`src/rtl/dirq_pkg.sv`:
```
package dirq_pkg;

    // Kind of the most recent one-sided pointer movement
    typedef enum logic {
        LAST_READ  = 1'b0,
        LAST_WRITE = 1'b1
    } last_move_e;

    // Accepted operations in one cycle
    typedef struct packed {
        logic wr;
        logic rd;
    } grant_t;

    // Direction bit update: only a one-sided move changes it
    function automatic last_move_e next_dir(last_move_e cur, grant_t g);
        if (g.wr && !g.rd) return LAST_WRITE;
        if (g.rd && !g.wr) return LAST_READ;
        return cur;
    endfunction

endpackage

```
`src/rtl/dirq_ptr.sv`:
```
module dirq_ptr #(
    parameter int DEPTH = 8,
    parameter int PW    = $clog2(DEPTH)
) (
    input  logic          clk,
    input  logic          rst,
    input  logic          adv,
    output logic [PW-1:0] ptr
);
    localparam logic [PW-1:0] LAST = PW'(DEPTH - 1);

    always_ff @(posedge clk) begin
        if (rst)
            ptr <= '0;
        else if (adv)
            ptr <= (ptr == LAST) ? '0 : ptr + 1'b1;
    end

    // pointer never leaves 0..DEPTH-1 and wraps to zero
    a_r11_ptr_range: assert property (@(posedge clk) disable iff (rst)
        ptr <= LAST);
    a_r11_ptr_wrap: assert property (@(posedge clk) disable iff (rst)
        (adv && ptr == LAST) |=> ptr == '0);

endmodule

```
`src/rtl/dirq_store.sv`:
```
module dirq_store #(
    parameter int DEPTH = 8,
    parameter int WIDTH = 16,
    parameter int PW    = $clog2(DEPTH)
) (
    input  logic             clk,
    input  logic             we,
    input  logic [PW-1:0]    waddr,
    input  logic [WIDTH-1:0] wdata,
    input  logic [PW-1:0]    raddr,
    output logic [WIDTH-1:0] rdata
);
    logic [WIDTH-1:0] mem [DEPTH];

    always_ff @(posedge clk) begin
        if (we)
            mem[waddr] <= wdata;
    end

    assign rdata = mem[raddr];

endmodule

```
`src/rtl/dirq_track.sv`:
```
module dirq_track
    import dirq_pkg::*;
#(
    parameter int DEPTH   = 8,
    parameter int PW      = $clog2(DEPTH),
    parameter bit HALF_EN = 1'b1
) (
    input  logic          clk,
    input  logic          rst,
    input  logic          wr_req,
    input  logic          rd_req,
    input  logic [PW-1:0] wr_ptr,
    input  logic [PW-1:0] rd_ptr,
    output grant_t        grant,
    output logic          full,
    output logic          empty,
    output logic          half_full
);
    localparam int CW = PW + 1;
    localparam logic [CW-1:0] DEPTH_C = CW'(DEPTH);
    localparam logic [CW-1:0] HALF_C  = CW'(DEPTH / 2);

    last_move_e    dir_q;
    logic          same;
    logic [CW-1:0] span;
    logic [CW-1:0] count;

    // Single equality compare feeds both end flags
    assign same  = (wr_ptr == rd_ptr);
    assign full  = same && (dir_q == LAST_WRITE);
    assign empty = same && (dir_q == LAST_READ);

    assign grant.wr = wr_req && !full;
    assign grant.rd = rd_req && !empty;

    always_ff @(posedge clk) begin
        if (rst)
            dir_q <= LAST_READ;
        else
            dir_q <= next_dir(dir_q, grant);
    end

    // Occupancy only for the half mark
    always_comb begin
        if (wr_ptr >= rd_ptr)
            span = {1'b0, wr_ptr} - {1'b0, rd_ptr};
        else
            span = {1'b0, wr_ptr} + DEPTH_C - {1'b0, rd_ptr};
        if (same)
            count = (dir_q == LAST_WRITE) ? DEPTH_C : '0;
        else
            count = span;
    end

    generate
        if (HALF_EN) begin : g_half
            assign half_full = (count >= HALF_C);
        end else begin : g_no_half
            assign half_full = 1'b0;
        end
    endgenerate

    // ends are exclusive
    a_r10_not_both: assert property (@(posedge clk) disable iff (rst)
        !(full && empty));
    // full only rises after an accepted write
    a_r3_full_by_write: assert property (@(posedge clk) disable iff (rst)
        $rose(full) |-> $past(grant.wr) && !$past(grant.rd));
    // overflow attempt changes nothing
    a_r4_no_overflow: assert property (@(posedge clk) disable iff (rst)
        (full && wr_req && !rd_req) |=> full && $stable(wr_ptr) && $stable(rd_ptr));
    // underflow attempt changes nothing
    a_r5_no_underflow: assert property (@(posedge clk) disable iff (rst)
        (empty && rd_req && !wr_req) |=> empty && $stable(wr_ptr) && $stable(rd_ptr));
    // balanced cycle keeps occupancy
    a_r6_both_keep: assert property (@(posedge clk) disable iff (rst)
        (!full && !empty && wr_req && rd_req) |=> $stable(count) && !full && !empty);
    // both at full drain one
    a_r7_both_full: assert property (@(posedge clk) disable iff (rst)
        (full && wr_req && rd_req) |=> !full && count == DEPTH_C - 1'b1);
    // both at empty store one
    a_r8_both_empty: assert property (@(posedge clk) disable iff (rst)
        (empty && wr_req && rd_req) |=> !empty && count == CW'(1));

endmodule

```
`src/rtl/dirq_fifo.sv`:
```
module dirq_fifo
    import dirq_pkg::*;
#(
    parameter int DEPTH   = 8,
    parameter int WIDTH   = 16,
    parameter bit HALF_EN = 1'b1
) (
    input  logic             clk,
    input  logic             rst,
    input  logic             wr_en,
    input  logic [WIDTH-1:0] wr_data,
    input  logic             rd_en,
    output logic [WIDTH-1:0] rd_data,
    output logic             full,
    output logic             empty,
    output logic             half_full
);
    localparam int PW = (DEPTH > 1) ? $clog2(DEPTH) : 1;

    grant_t        grant;
    logic [PW-1:0] wr_ptr;
    logic [PW-1:0] rd_ptr;

    dirq_track #(.DEPTH(DEPTH), .PW(PW), .HALF_EN(HALF_EN)) u_track (
        .clk       (clk),
        .rst       (rst),
        .wr_req    (wr_en),
        .rd_req    (rd_en),
        .wr_ptr    (wr_ptr),
        .rd_ptr    (rd_ptr),
        .grant     (grant),
        .full      (full),
        .empty     (empty),
        .half_full (half_full)
    );

    dirq_ptr #(.DEPTH(DEPTH), .PW(PW)) u_wr_ptr (
        .clk (clk),
        .rst (rst),
        .adv (grant.wr),
        .ptr (wr_ptr)
    );

    dirq_ptr #(.DEPTH(DEPTH), .PW(PW)) u_rd_ptr (
        .clk (clk),
        .rst (rst),
        .adv (grant.rd),
        .ptr (rd_ptr)
    );

    dirq_store #(.DEPTH(DEPTH), .WIDTH(WIDTH), .PW(PW)) u_store (
        .clk   (clk),
        .we    (grant.wr),
        .waddr (wr_ptr),
        .wdata (wr_data),
        .raddr (rd_ptr),
        .rdata (rd_data)
    );

    // state right after reset
    a_r1_reset_state: assert property (@(posedge clk)
        $past(rst) |-> empty && !full && !half_full);

endmodule

```
`config.mk`:
```
export PLATFORM = sky130hd
export DESIGN_NAME = dirq_fifo
export DESIGN_NICKNAME = d
export VERILOG_FILES = /design/src/rtl/dirq_pkg.sv /design/src/rtl/dirq_ptr.sv /design/src/rtl/dirq_store.sv /design/src/rtl/dirq_track.sv /design/src/rtl/dirq_fifo.sv
export SDC_FILE = /design/constraint.sdc
export NUM_CORES = 1
export LEC_CHECK = 0
export BUFFER_PORTS_ARGS = -buffer_cell sky130_fd_sc_hd__buf_2
export CAP_MARGIN = 20
export CORE_ASPECT_RATIO = 0.5
export CORE_MARGIN = 3
export CORE_UTILIZATION = 26
export DETAILED_ROUTE_END_ITERATION = 8
export PLACE_DENSITY_LB_ADDON = 0.1
export SLEW_MARGIN = 20
export SYNTH_ARGS = -nofsm -noshare
export SYNTH_HDL_FRONTEND = slang
export SYNTH_SLANG_ARGS = --single-unit
```
`constraint.sdc`:
```
create_clock -name clk -period 4.1 [get_ports clk]
set_clock_uncertainty 0.05 [all_clocks]
set_input_delay 0 -clock clk [delete_from_list [all_inputs] [get_ports clk]]
set_output_delay 0 -clock clk [all_outputs]
set_load 0.01 [all_outputs]
```
==> results.toml, run 1 <==
[job]
max_cap_violations = 0

[clock_tree]
clock_tree.root_cell = "sky130_fd_sc_hd__clkbuf_16"
ctsHtreeMaxLevel = 4
cts_inserted_buffers = 17
clk_pin_slew_ps = 60
insertion_delay_to_the_later_sink_of_the_worst_skew_pair_ps = 410
clock_sinks = 138
tritoncts = "built"
cts-root-to-sink-buffers = 2

[yosys]
avgSynthCellArea_sq_um = 21.3
postSynthNetCount = 288
yosysUniqueCellTypes = 30
yosysMostFrequentCell = "sky130_fd_sc_hd__edfxtp_1"
yosys.area.top_type = "sky130_fd_sc_hd__edfxtp_1"
yosysWarningCount = 0
synthDominantCellAreaShare = 0.695
synth-seq-area-share = 0.732
synthesis.instances = 259
summed_instance_area_of_the_synthesized_netlist_sq_um = 5530
synth.ff_latch_count = 138
number_of_enable_type_register_cells_in_the_synthesized_netlist = 128
synth.top_cells.by_area = "sky130_fd_sc_hd__edfxtp_1 (70%), sky130_fd_sc_hd__mux4_1 (13%), sky130_fd_sc_hd__dfxtp_1 (3.6%)"
synth_async_sr_flop_share = 0
synth.cells.most_frequent = "sky130_fd_sc_hd__edfxtp_1 (128), sky130_fd_sc_hd__mux4_1 (28), sky130_fd_sc_hd__mux2_2 (16)"
synth_top_flop_cell = "sky130_fd_sc_hd__edfxtp_1"

[timing]
clock.fmax_mhz = 424
totalNegativeSetupSlack_ps = 0
final.period_utilization = 0.575
tightestPinTransition_ps = 1070
min_tclk_post_route_ps = 2360
slew_viol_final = 0
hold_slack_ps = 359
relSlewSlack = 0.285
number_of_hold_slack_violations_in_the_final_timing_report = 0
report.final.setup_viol = 0
rsz_0062_raised_after_global_routing = "false"

[cells_and_area]
final_net_count = 363
layout-area-overhead-vs-synth_pct = 25.4
num_antenna_cells = 0
drive_gt1_frac = 0.300

[power]
ir_drop_mv = 0.221
combinationalPowerShare = 0.196
internal_power_w = 0.00322
sw_frac_of_total = 0.255
power.leakage_nw = 2.34
clkPwrFrac = 0.385
power.switching_w = 0.00110
power-per-cell-area_nw_per_um2 = 623
part_of_the_power_in_registers = 0.419

[grt]
gr-max-usage-layer = "met2"
grt_pass1_wl_mm = 17.2
groute.usage.overall = 0.104
globalRouteMet1Util = 0.135
grtUsageMet2 = 0.168
grt_start_max_net_pins = 33
vias_in_the_first_global_route = 2907
number_of_antenna_violations_at_the_first_check_in_global_routing = 0
grt_util_met3 = 0.0351
global_route.overflow_total = 0

[floorplan]
floorplan.initialDensity = 0.267
core_area_sq_um = 20700
fp.dieH_um = 109
floorplan.io_pins = 39
dieArea_sq_um = 23100
width_of_the_die_um = 212
placementRows = 37

[worst_hold_path]
hold_class = "in -> reg"

[detailed_routing]
residual_drc = 0
route.vias.total = 2686
viasPerCell = 4.33
final_wirelength_mm = 11.2
final_antenna_net_count = 0
drt_pre_antenna_iters = 4
wl_per_cell_um = 18.1
drt-initial-drc-count = 187

[place]
port_buffers = 38
dp.final_hpwl_mm = 6.49
finalWeightedCongestion = 0.683

[setup_path]
worst_setup_path_end_kind = "flip-flop"
critPathMaxFanout = 16
critPathLaunchType = "flip-flop"
setup.worst_path.class = "reg -> reg"
worst_ep_required_time_ps = 4120
arrival_time_at_the_worst_endpoint_ps = 2380

[outcome]
outcome = "complete, no violations"
## per-stage QoR
| step | area, sq um | util | setup WS [ps] | std cells | power [W] |
|---|---|---|---|---|---|
| after global placement | 6080 | 0.294 | 1720 | 568 | 0.00269 |
| after global routing | 6930 | 0.335 | 1520 | 620 | 0.00454 |
| final | 6930 | 0.335 | 1740 | 620 | 0.00432 |
| after detailed placement | 6080 | 0.294 | 1720 | 568 | 0.00270 |
| after CTS | 6930 | 0.335 | 1390 | 620 | 0.00439 |
| after floorplan | 5530 | - | 881 | 259 | 0.00241 |
## power groups by stage
stage / registers (W) / logic [W] / clock network [W]
2_1_floorplan: 0.00171 / 0.000697 / 0
3_3_place_gp: 0.00184 / 0.000850 / 0
3_5_place_dp: 0.00184 / 0.000853 / 0
4_1_cts: 0.00182 / 0.000875 / 0.00170
5_1_grt: 0.00183 / 0.000937 / 0.00177
6_report: 0.00181 / 0.000848 / 0.00166
## per-layer routing
metal	part of all wire	up-vias
met5	0	-
met4	0.0031	0
met3	0.026	2
met2	0.48	30
met1	0.49	1409
li1	-	1245
## registers in the layout (all words and copies together) (netlist names), named ones only
register and flops:
u_store.mem 128, u_rd_ptr.ptr 3, u_wr_ptr.ptr 3, u_track.dir_q 1
## worst max-delay path, cell delays in order, from the launching register on
cell	delay, ps
sky130_fd_sc_hd__dfxtp_1	470
sky130_fd_sc_hd__inv_1	130
sky130_fd_sc_hd__ha_1	320
sky130_fd_sc_hd__nand4_1	240
sky130_fd_sc_hd__nand2_1	260
sky130_fd_sc_hd__nor3_2	210
sky130_fd_sc_hd__buf_4	330
## layout by cell type, fill, tap and decap left out, types with 2 or more instances in the layout
master                          Yosys  routed
sky130_fd_sc_hd__a21o_1             3       3
sky130_fd_sc_hd__a21oi_1            6       6
sky130_fd_sc_hd__buf_2              0      38
sky130_fd_sc_hd__buf_4              0       8
sky130_fd_sc_hd__bufinv_16          0       5
sky130_fd_sc_hd__clkbuf_1           1       2
sky130_fd_sc_hd__clkbuf_16          0      17
sky130_fd_sc_hd__clkinv_4           0       2
sky130_fd_sc_hd__clkinvlp_4         0       3
sky130_fd_sc_hd__dfxtp_1           10       8
sky130_fd_sc_hd__dlygate4sd3_1      0      20
sky130_fd_sc_hd__edfxtp_1         128     128
sky130_fd_sc_hd__ha_1               8       8
sky130_fd_sc_hd__inv_1              7       7
sky130_fd_sc_hd__inv_6              0       3
sky130_fd_sc_hd__mux2_2            16      16
sky130_fd_sc_hd__mux4_1            28      28
sky130_fd_sc_hd__mux4_2             4       4
sky130_fd_sc_hd__nand2_1            5       5
sky130_fd_sc_hd__nand2b_1           2       2
sky130_fd_sc_hd__nand3_1            7       7
sky130_fd_sc_hd__nand3b_1           2       2
sky130_fd_sc_hd__nor2_1             7       7
sky130_fd_sc_hd__nor3_2             0       4
## final timing paths
path                    from                  to  slack, ps  depth (start not counted)
max          u_wr_ptr.ptr[0]  u_store.mem[4][10]       1740                          6
min              wr_data[15]  u_store.mem[1][15]        360                          2
max reg2reg  u_wr_ptr.ptr[0]  u_store.mem[4][10]       1740                          6
min reg2reg  u_rd_ptr.ptr[1]           flip-flop        480                          2
## timing repair
item	CTS	global route
setup buffers	0	0
gates resized for setup	0	0
endpoints found under the hold margin	138	0
hold buffers	20	0
## logic make-up after synthesis
logic type      after synthesis  share of synthesized area
fa+ha+maj                     9                     0.0217
flops                       138                      0.732
mux                          49                      0.184
compound gates               13                     0.0152
simple gates                 33                     0.0303
buf+inv                      17                     0.0172
## layout make-up
class	instances	area (sq um)
repair buffers	66	450
well taps	273	342
fillers	1953	13800
clock buffers	19	433
inverters	7	26.3
multi-input cells	104	1410
clock inverters	13	216
flip-flops and latches	138	4050
No activity file was read; power rests on OpenSTA's default activity.
==> inputs of run 2 (changes only) <==
==> constraint.sdc (replaced) <==
create_clock -name clk -period 2.2 [get_ports clk]
set_clock_uncertainty 0.05 [all_clocks]
set_input_delay 0 -clock clk [delete_from_list [all_inputs] [get_ports clk]]
set_output_delay 0 -clock clk [all_outputs]
set_load 0.01 [all_outputs]
==> run 2 against run 1 <==
  * Clock-buffer cell count is 2 lower
  * Design area increased by 3.5%
  * Combinational power grew to 2.5 times the previous value
  * Sequential share of layout area shrank 1.9 points
  * Die area stayed put
  * Total power is 84% higher
  * Sequential power is 75% higher
  * Routed wire length fell by 0.11%
  * Cell count is 1.8% higher
  * Utilization is 1.2 points higher
  * Critical path type is now reg -> out
  * Largest cell class unchanged
  * Highest routed layer unchanged
==> results.toml, run 2 (same netlist as run 1, synthesis figures left out) <==
[power]
total_design_power_w = 0.00794
power.switching_w = 0.00227
internal_power_w = 0.00568
power.leakage_nw = 2.40
clkPwrFrac = 0.331
ir_drop_mv = 0.507
sw_frac_of_total = 0.285
part_of_the_power_in_registers = 0.399
power-per-cell-area_nw_per_um2 = 1110
combinationalPowerShare = 0.270

[setup_path]
worst_ep_required_time_ps = 2150
arrival_time_at_the_worst_endpoint_ps = 2060
critPathLaunchType = "flip-flop"
setup.worst_path.class = "reg -> out"
critPathMaxFanout = 16
worst_setup_path_end_kind = "output port"

[clock_tree]
clock_tree.root_cell = "sky130_fd_sc_hd__clkbuf_16"
clock_sinks = 138
tritoncts = "built"
cts-root-to-sink-buffers = 2
clk_pin_slew_ps = 70
insertion_delay_to_the_later_sink_of_the_worst_skew_pair_ps = 410
ctsHtreeMaxLevel = 4
cts_inserted_buffers = 17

[floorplan]
floorplan.io_pins = 39
placementRows = 37
dieArea_sq_um = 23100
core_area_sq_um = 20700
fp.dieH_um = 109
width_of_the_die_um = 212
floorplan.initialDensity = 0.267

[timing]
relSlewSlack = 0.787
rsz_0062_raised_after_global_routing = "false"
final.period_utilization = 0.961
slew_viol_final = 0
number_of_hold_slack_violations_in_the_final_timing_report = 0
min_tclk_post_route_ps = 2110
worst_slack_ps = 86.4
report.final.setup_viol = 0
totalNegativeSetupSlack_ps = 0
clock.fmax_mhz = 473
tightestPinTransition_ps = 319

[detailed_routing]
residual_drc = 0
viasPerCell = 4.31
wl_per_cell_um = 17.7
drt-initial-drc-count = 113
route.vias.total = 2721
drt_pre_antenna_iters = 6
final_antenna_net_count = 0
final_wirelength_mm = 11.2

[place]
placed_cells = 572
finalWeightedCongestion = 0.746
dp.final_hpwl_mm = 6.32
port_buffers = 38
preCtsSetupSlack_ps = 183

[cells_and_area]
post_route_insts_no_fill = 631
mostFrequentLayoutCells = "sky130_fd_sc_hd__edfxtp_1 (128), sky130_fd_sc_hd__buf_2 (38), sky130_fd_sc_hd__mux4_1 (28), sky130_fd_sc_hd__dlygate4sd3_1 (20), sky130_fd_sc_hd__clkbuf_16 (18)"
layout-area-overhead-vs-synth_pct = 29.7
largest_register_by_flop_count = "u_store.mem"
final_net_count = 374
num-fill-cells = 1929
largest_reg_flops = 128
top_regs = "u_store.mem: 128 flops, u_rd_ptr.ptr: 3 flops, u_wr_ptr.ptr: 3 flops"
drive_gt1_frac = 0.363
num_antenna_cells = 0
layout_commonest_cell = "sky130_fd_sc_hd__edfxtp_1"
layout.core_utilization = 0.347

[worst_hold_path]
hold_class = "in -> reg"

[grt]
grt_start_max_net_pins = 33
globalRouteMet1Util = 0.138
grt_util_met3 = 0.0253
number_of_antenna_violations_at_the_first_check_in_global_routing = 0
global_route.overflow_total = 0
groute.usage.overall = 0.103
vias_in_the_first_global_route = 2886
gr-max-usage-layer = "met2"
grtUsageMet2 = 0.163
grt_pass1_wl_mm = 17.1

[job]
max_cap_violations = 0

[outcome]
outcome = "complete, no violations"
run 2: path summary, 6_finish.rpt:
check / from / slack, ps / end / cells after the start
setup reg to reg: u_rd_ptr.ptr[2] / 170 / u_wr_ptr.ptr[0] / 7
hold reg to reg: u_track.dir_q / 460 / u_track.dir_q / 2
setup / recovery: flip-flop / 90 / rd_data[3] / 4
hold / removal: wr_data[10] / 350 / u_store.mem[7][10] / 2
run 2: layer usage:
layer	routed length, um	up-vias	share of wire
li1	-	1279	-
met1	5520	1388	0.49
met2	5210	37	0.47
met3	285	17	0.025
met4	177	0	0.016
met5	0	-	0
run 2: power by group through the flow:
stage                     combinational, W  clock, W  sequential, W
after floorplan                    0.00135         0        0.00320
after global placement             0.00197         0        0.00322
after detailed placement           0.00199         0        0.00322
after CTS                          0.00204   0.00271        0.00317
after global routing               0.00234   0.00283        0.00319
final                              0.00214   0.00263        0.00317
run 2: critical path: stages (launching register included):
cell	delay, ps
sky130_fd_sc_hd__dfxtp_2	410
sky130_fd_sc_hd__clkbuf_16	240
sky130_fd_sc_hd__mux4_1	580
sky130_fd_sc_hd__mux2_2	270
sky130_fd_sc_hd__buf_2	140
run 2: through the flow:
stage | area (sq um) | hold slack [ps]
global route | 7170 | 353
global placement | 6310 | 221
CTS | 7090 | 333
finish | 7170 | 347
floorplan | 5640 | 48.9
detailed placement | 6310 | 231
run 2: timing repair:
action                                 4_1_cts  5_1_grt
hold buffers                                20        0
endpoints found under the hold margin      138        0
pin swaps                                    0        1
gates resized for setup                      2        4
setup endpoints to repair                    1        6
buffers inserted                             0        6
cloned                                       0        1
run 2: layout make-up:
| cell class | count | area (sq um) | share of cell area |
|---|---|---|---|
| repair buffers | 77 | 676 | 0.0942 |
| well taps | 273 | 342 | 0.0476 |
| clock buffers | 17 | 425 | 0.0593 |
| inverters | 7 | 26.3 | 0.00366 |
| clock inverters | 15 | 131 | 0.0183 |
| multi-input cells | 104 | 1510 | 0.211 |
| flip-flops and latches | 138 | 4060 | 0.566 |
==> inputs of run 3 (changes only) <==
--- a/config.mk
+++ b/config.mk
@@ -15,4 +15,5 @@
 export SLEW_MARGIN = 20
 export SYNTH_ARGS = -nofsm -noshare
 export SYNTH_HDL_FRONTEND = slang
+export SYNTH_HIERARCHICAL = 1
 export SYNTH_SLANG_ARGS = --single-unit
==> run 3 against run 2 <==
  * Via count shrank 2.2%
  * Utilization rose by 0.82 points
  * Critical path depth up 4
  * Sequential power decreased by 3%
  * Routed wire length is 1.5% lower
  * Total power shrank 2.7%
  * Die area decreased by 1.2%
  * Combinational power shrank 21%
  * Register-to-register slack worse by 40 ps
  * Largest cell class unchanged
  * Highest routed layer unchanged
==> results.toml, run 3 <==
[outcome]
outcome = "complete, no violations"

[yosys]
synth-xor-area-share = 0
synth_top_flop_cell = "sky130_fd_sc_hd__edfxtp_1"
yosysMostFrequentCell = "sky130_fd_sc_hd__edfxtp_1"
synthesis.instances = 250
avgSynthCellArea_sq_um = 21.8
number_of_enable_type_register_cells_in_the_synthesized_netlist = 128
yosys.area.top_type = "sky130_fd_sc_hd__edfxtp_1"
postSynthNetCount = 279
synthDominantCellAreaShare = 0.704
synth_async_sr_flop_share = 0
synth.cells.most_frequent = "sky130_fd_sc_hd__edfxtp_1 (128), sky130_fd_sc_hd__mux4_1 (28), sky130_fd_sc_hd__mux2_2 (16)"
post_synth_mux_area_share = 0.192
post_synth_and_or_nand_nor_area_fraction = 0.0298
yosys.area_share.adder = 0.0220
combinational_family_with_the_most_area_after_synthesis = "multiplexers"
yosysUniqueCellTypes = 26
yosysWarningCount = 6
synth.ff_latch_count = 135
synth-seq-area-share = 0.730
synth_compound_gate_area_share = 0.0108
synth.top_cells.by_area = "sky130_fd_sc_hd__edfxtp_1 (70%), sky130_fd_sc_hd__mux4_1 (13%), sky130_fd_sc_hd__mux2_2 (3.3%)"
summed_instance_area_of_the_synthesized_netlist_sq_um = 5460

[timing]
final.period_utilization = 0.940
rsz_0062_raised_after_global_routing = "false"
report.final.setup_viol = 0
tightestPinTransition_ps = 406
number_of_hold_slack_violations_in_the_final_timing_report = 0
min_tclk_post_route_ps = 2070
clock.fmax_mhz = 484
relSlewSlack = 0.729
totalNegativeSetupSlack_ps = 0
slew_viol_final = 0

[cells_and_area]
layout_commonest_cell = "sky130_fd_sc_hd__edfxtp_1"
drive_gt1_frac = 0.373
final_net_count = 360
post_route_insts_no_fill = 610
top_regs = "u_store/mem: 128 flops, u_rd_ptr/ptr: 3 flops, u_wr_ptr/ptr: 3 flops"
layout-area-overhead-vs-synth_pct = 30.3
design_area_sq_um = 7110
largest_reg_flops = 128
mostFrequentLayoutCells = "sky130_fd_sc_hd__edfxtp_1 (128), sky130_fd_sc_hd__buf_2 (38), sky130_fd_sc_hd__mux4_1 (28), sky130_fd_sc_hd__clkbuf_16 (18), sky130_fd_sc_hd__dlygate4sd3_1 (17)"
largest_register_by_flop_count = "u_store/mem"

[detailed_routing]
final_wirelength_mm = 11.0
drt-initial-drc-count = 107
route.vias.total = 2662
drt_pre_antenna_iters = 4
residual_drc = 0
viasPerCell = 4.36
final_antenna_net_count = 0
wl_per_cell_um = 18.1

[worst_hold_path]
worst_hold_end = "u_track/dir_q"
min_delay_path_depth = 5
worstHoldStart = "wr_en"
hold_class = "in -> reg"

[grt]
groute.usage.overall = 0.103
grt_start_max_net_pins = 36
vias_in_the_first_global_route = 2879
number_of_antenna_violations_at_the_first_check_in_global_routing = 1
grt_pass1_wl_mm = 17.0
global_route.overflow_total = 0

[power]
part_of_the_power_in_registers = 0.396
internal_power_w = 0.00579
ir_drop_mv = 0.487
combinationalPowerShare = 0.220
power.switching_w = 0.00194
sw_frac_of_total = 0.251
power-per-cell-area_nw_per_um2 = 1090
total_design_power_w = 0.00773
power.leakage_nw = 2.37
clkPwrFrac = 0.383

[setup_path]
ff2ff_setup_slack_ps = 130
crit_family = "simple AND/OR/NAND/NOR gates"
arrival_time_at_the_worst_endpoint_ps = 2120
critical_path.slowest_cell = "sky130_fd_sc_hd__dfxtp_4"
worst_setup_path_end_kind = "flip-flop"
worst-path-buf-inv = 2
reg2regPathDepth = 8
setup.worst_path.class = "reg -> reg"
critPathLaunchType = "flip-flop"
worst_ep_required_time_ps = 2260
crit_path_cell_trace = "inv_1 -> ha_1 -> and3_4 -> nand2_2 -> and2_4 -> nand2b_4 -> nor3_4 -> buf_12"
critPathMaxFanout = 16
worstReg2RegEnd = "u_store/mem[0][13]"
worstReg2RegStart = "u_wr_ptr/ptr[0]"
cpPeakStageDelay_ps = 360

[floorplan]
core_area_sq_um = 20000
dieArea_sq_um = 22900
floorplan.initialDensity = 0.272
fp.dieH_um = 108
floorplan.io_pins = 39
width_of_the_die_um = 211
placementRows = 36

[clock_tree]
tritoncts = "built"
ctsHtreeMaxLevel = 4
insertion_delay_to_the_later_sink_of_the_worst_skew_pair_ps = 400
clk_pin_slew_ps = 60
clock_sinks = 135
clock_tree.root_cell = "sky130_fd_sc_hd__clkbuf_16"
cts-root-to-sink-buffers = 2
cts_inserted_buffers = 17

[place]
dp.final_hpwl_mm = 6.35
finalWeightedCongestion = 0.693
port_buffers = 38
placed_cells = 557
post_dp_cell_area_sq_um = 6240

[job]
max_cap_violations = 0
==> run 3: cell count changes in the layout (fill, tap and decap cells not counted), sizes merged, moves of 4 or more <==
cell,before,now
inv,14,8
buf,56,52
bufinv,0,4
nor2,7,13
nand3,7,1
==> run 3: worst max path at each step <==
| stage | start | to | slack [ps] | cells after the start |
|---|---|---|---|---|
| detailed placement | u_wr_ptr/ptr[0] | u_store/mem[0][6] | 70 | 8 |
| global route | u_wr_ptr/ptr[0] | u_store/mem[0][13] | 30 | 8 |
| finish | u_wr_ptr/ptr[0] | u_store/mem[0][13] | 130 | 8 |
| global placement | u_wr_ptr/ptr[0] | u_store/mem[0][6] | 120 | 8 |
| floorplan | u_wr_ptr/ptr[0] | u_store/mem[0][0] | 2 | 7 |
| CTS | u_wr_ptr/ptr[1] | half_full | 0.5 | 6 |
==> run 3: kinds of logic after synthesis <==
family | Yosys count
mux | 52
simple gates | 32
buf+inv | 15
fa+ha+maj | 9
compound gates | 7
flops | 135
==> run 3: tightest hold or removal path: stages <==
cell,delay (ps)
sky130_fd_sc_hd__buf_2,110
sky130_fd_sc_hd__nand2_1,70
sky130_fd_sc_hd__ha_1,140
sky130_fd_sc_hd__a21oi_1,60
sky130_fd_sc_hd__nor2_1,80
==> run 3: power groups by stage <==
stage	clock [W]	combinational [W]	sequential (W)
2_1_floorplan	0	0.00113	0.00310
3_3_place_gp	0	0.00161	0.00311
3_5_place_dp	0	0.00163	0.00312
4_1_cts	0.00306	0.00166	0.00306
5_1_grt	0.00318	0.00187	0.00308
6_report	0.00296	0.00170	0.00306
==> run 3: stage by stage <==
step	hold slack (ps)	utilization	worst slack [ps]
global route	55.7	0.355	34.4
detailed placement	222	0.311	66.5
CTS	16.5	0.351	0.459
floorplan	3.27	-	2.06
finish	44.9	0.355	132
global placement	219	0.311	120
==> run 3: metal layers <==
metal,global-route usage,up-vias,routed length (um)
met1,0.138,1391,5380
met4,0.0406,0,158
met2,0.160,33,5200
met3,0.0275,10,288
met5,0,-,0
li1,-,1228,-
==> run 3: repair_timing <==
| action | CTS | global route |
|---|---|---|
| buffers inserted | 0 | 3 |
| hold endpoints to repair | 135 | 0 |
| hold buffers | 17 | 0 |
| gates resized for setup | 0 | 5 |
| endpoints found under the setup margin | 0 | 46 |
==> run 3: final cells by class <==
cell class / instances / area [sq um]
Antenna cell: 1 / 2.50
Clock buffer: 17 / 425
Clock inverter: 14 / 200
Fill cell: 1868 / 12900
Inverter: 6 / 22.5
Multi-Input combinational cell: 100 / 1520
Sequential cell: 135 / 4000
Tap cell: 266 / 333
Timing Repair Buffer: 71 / 612
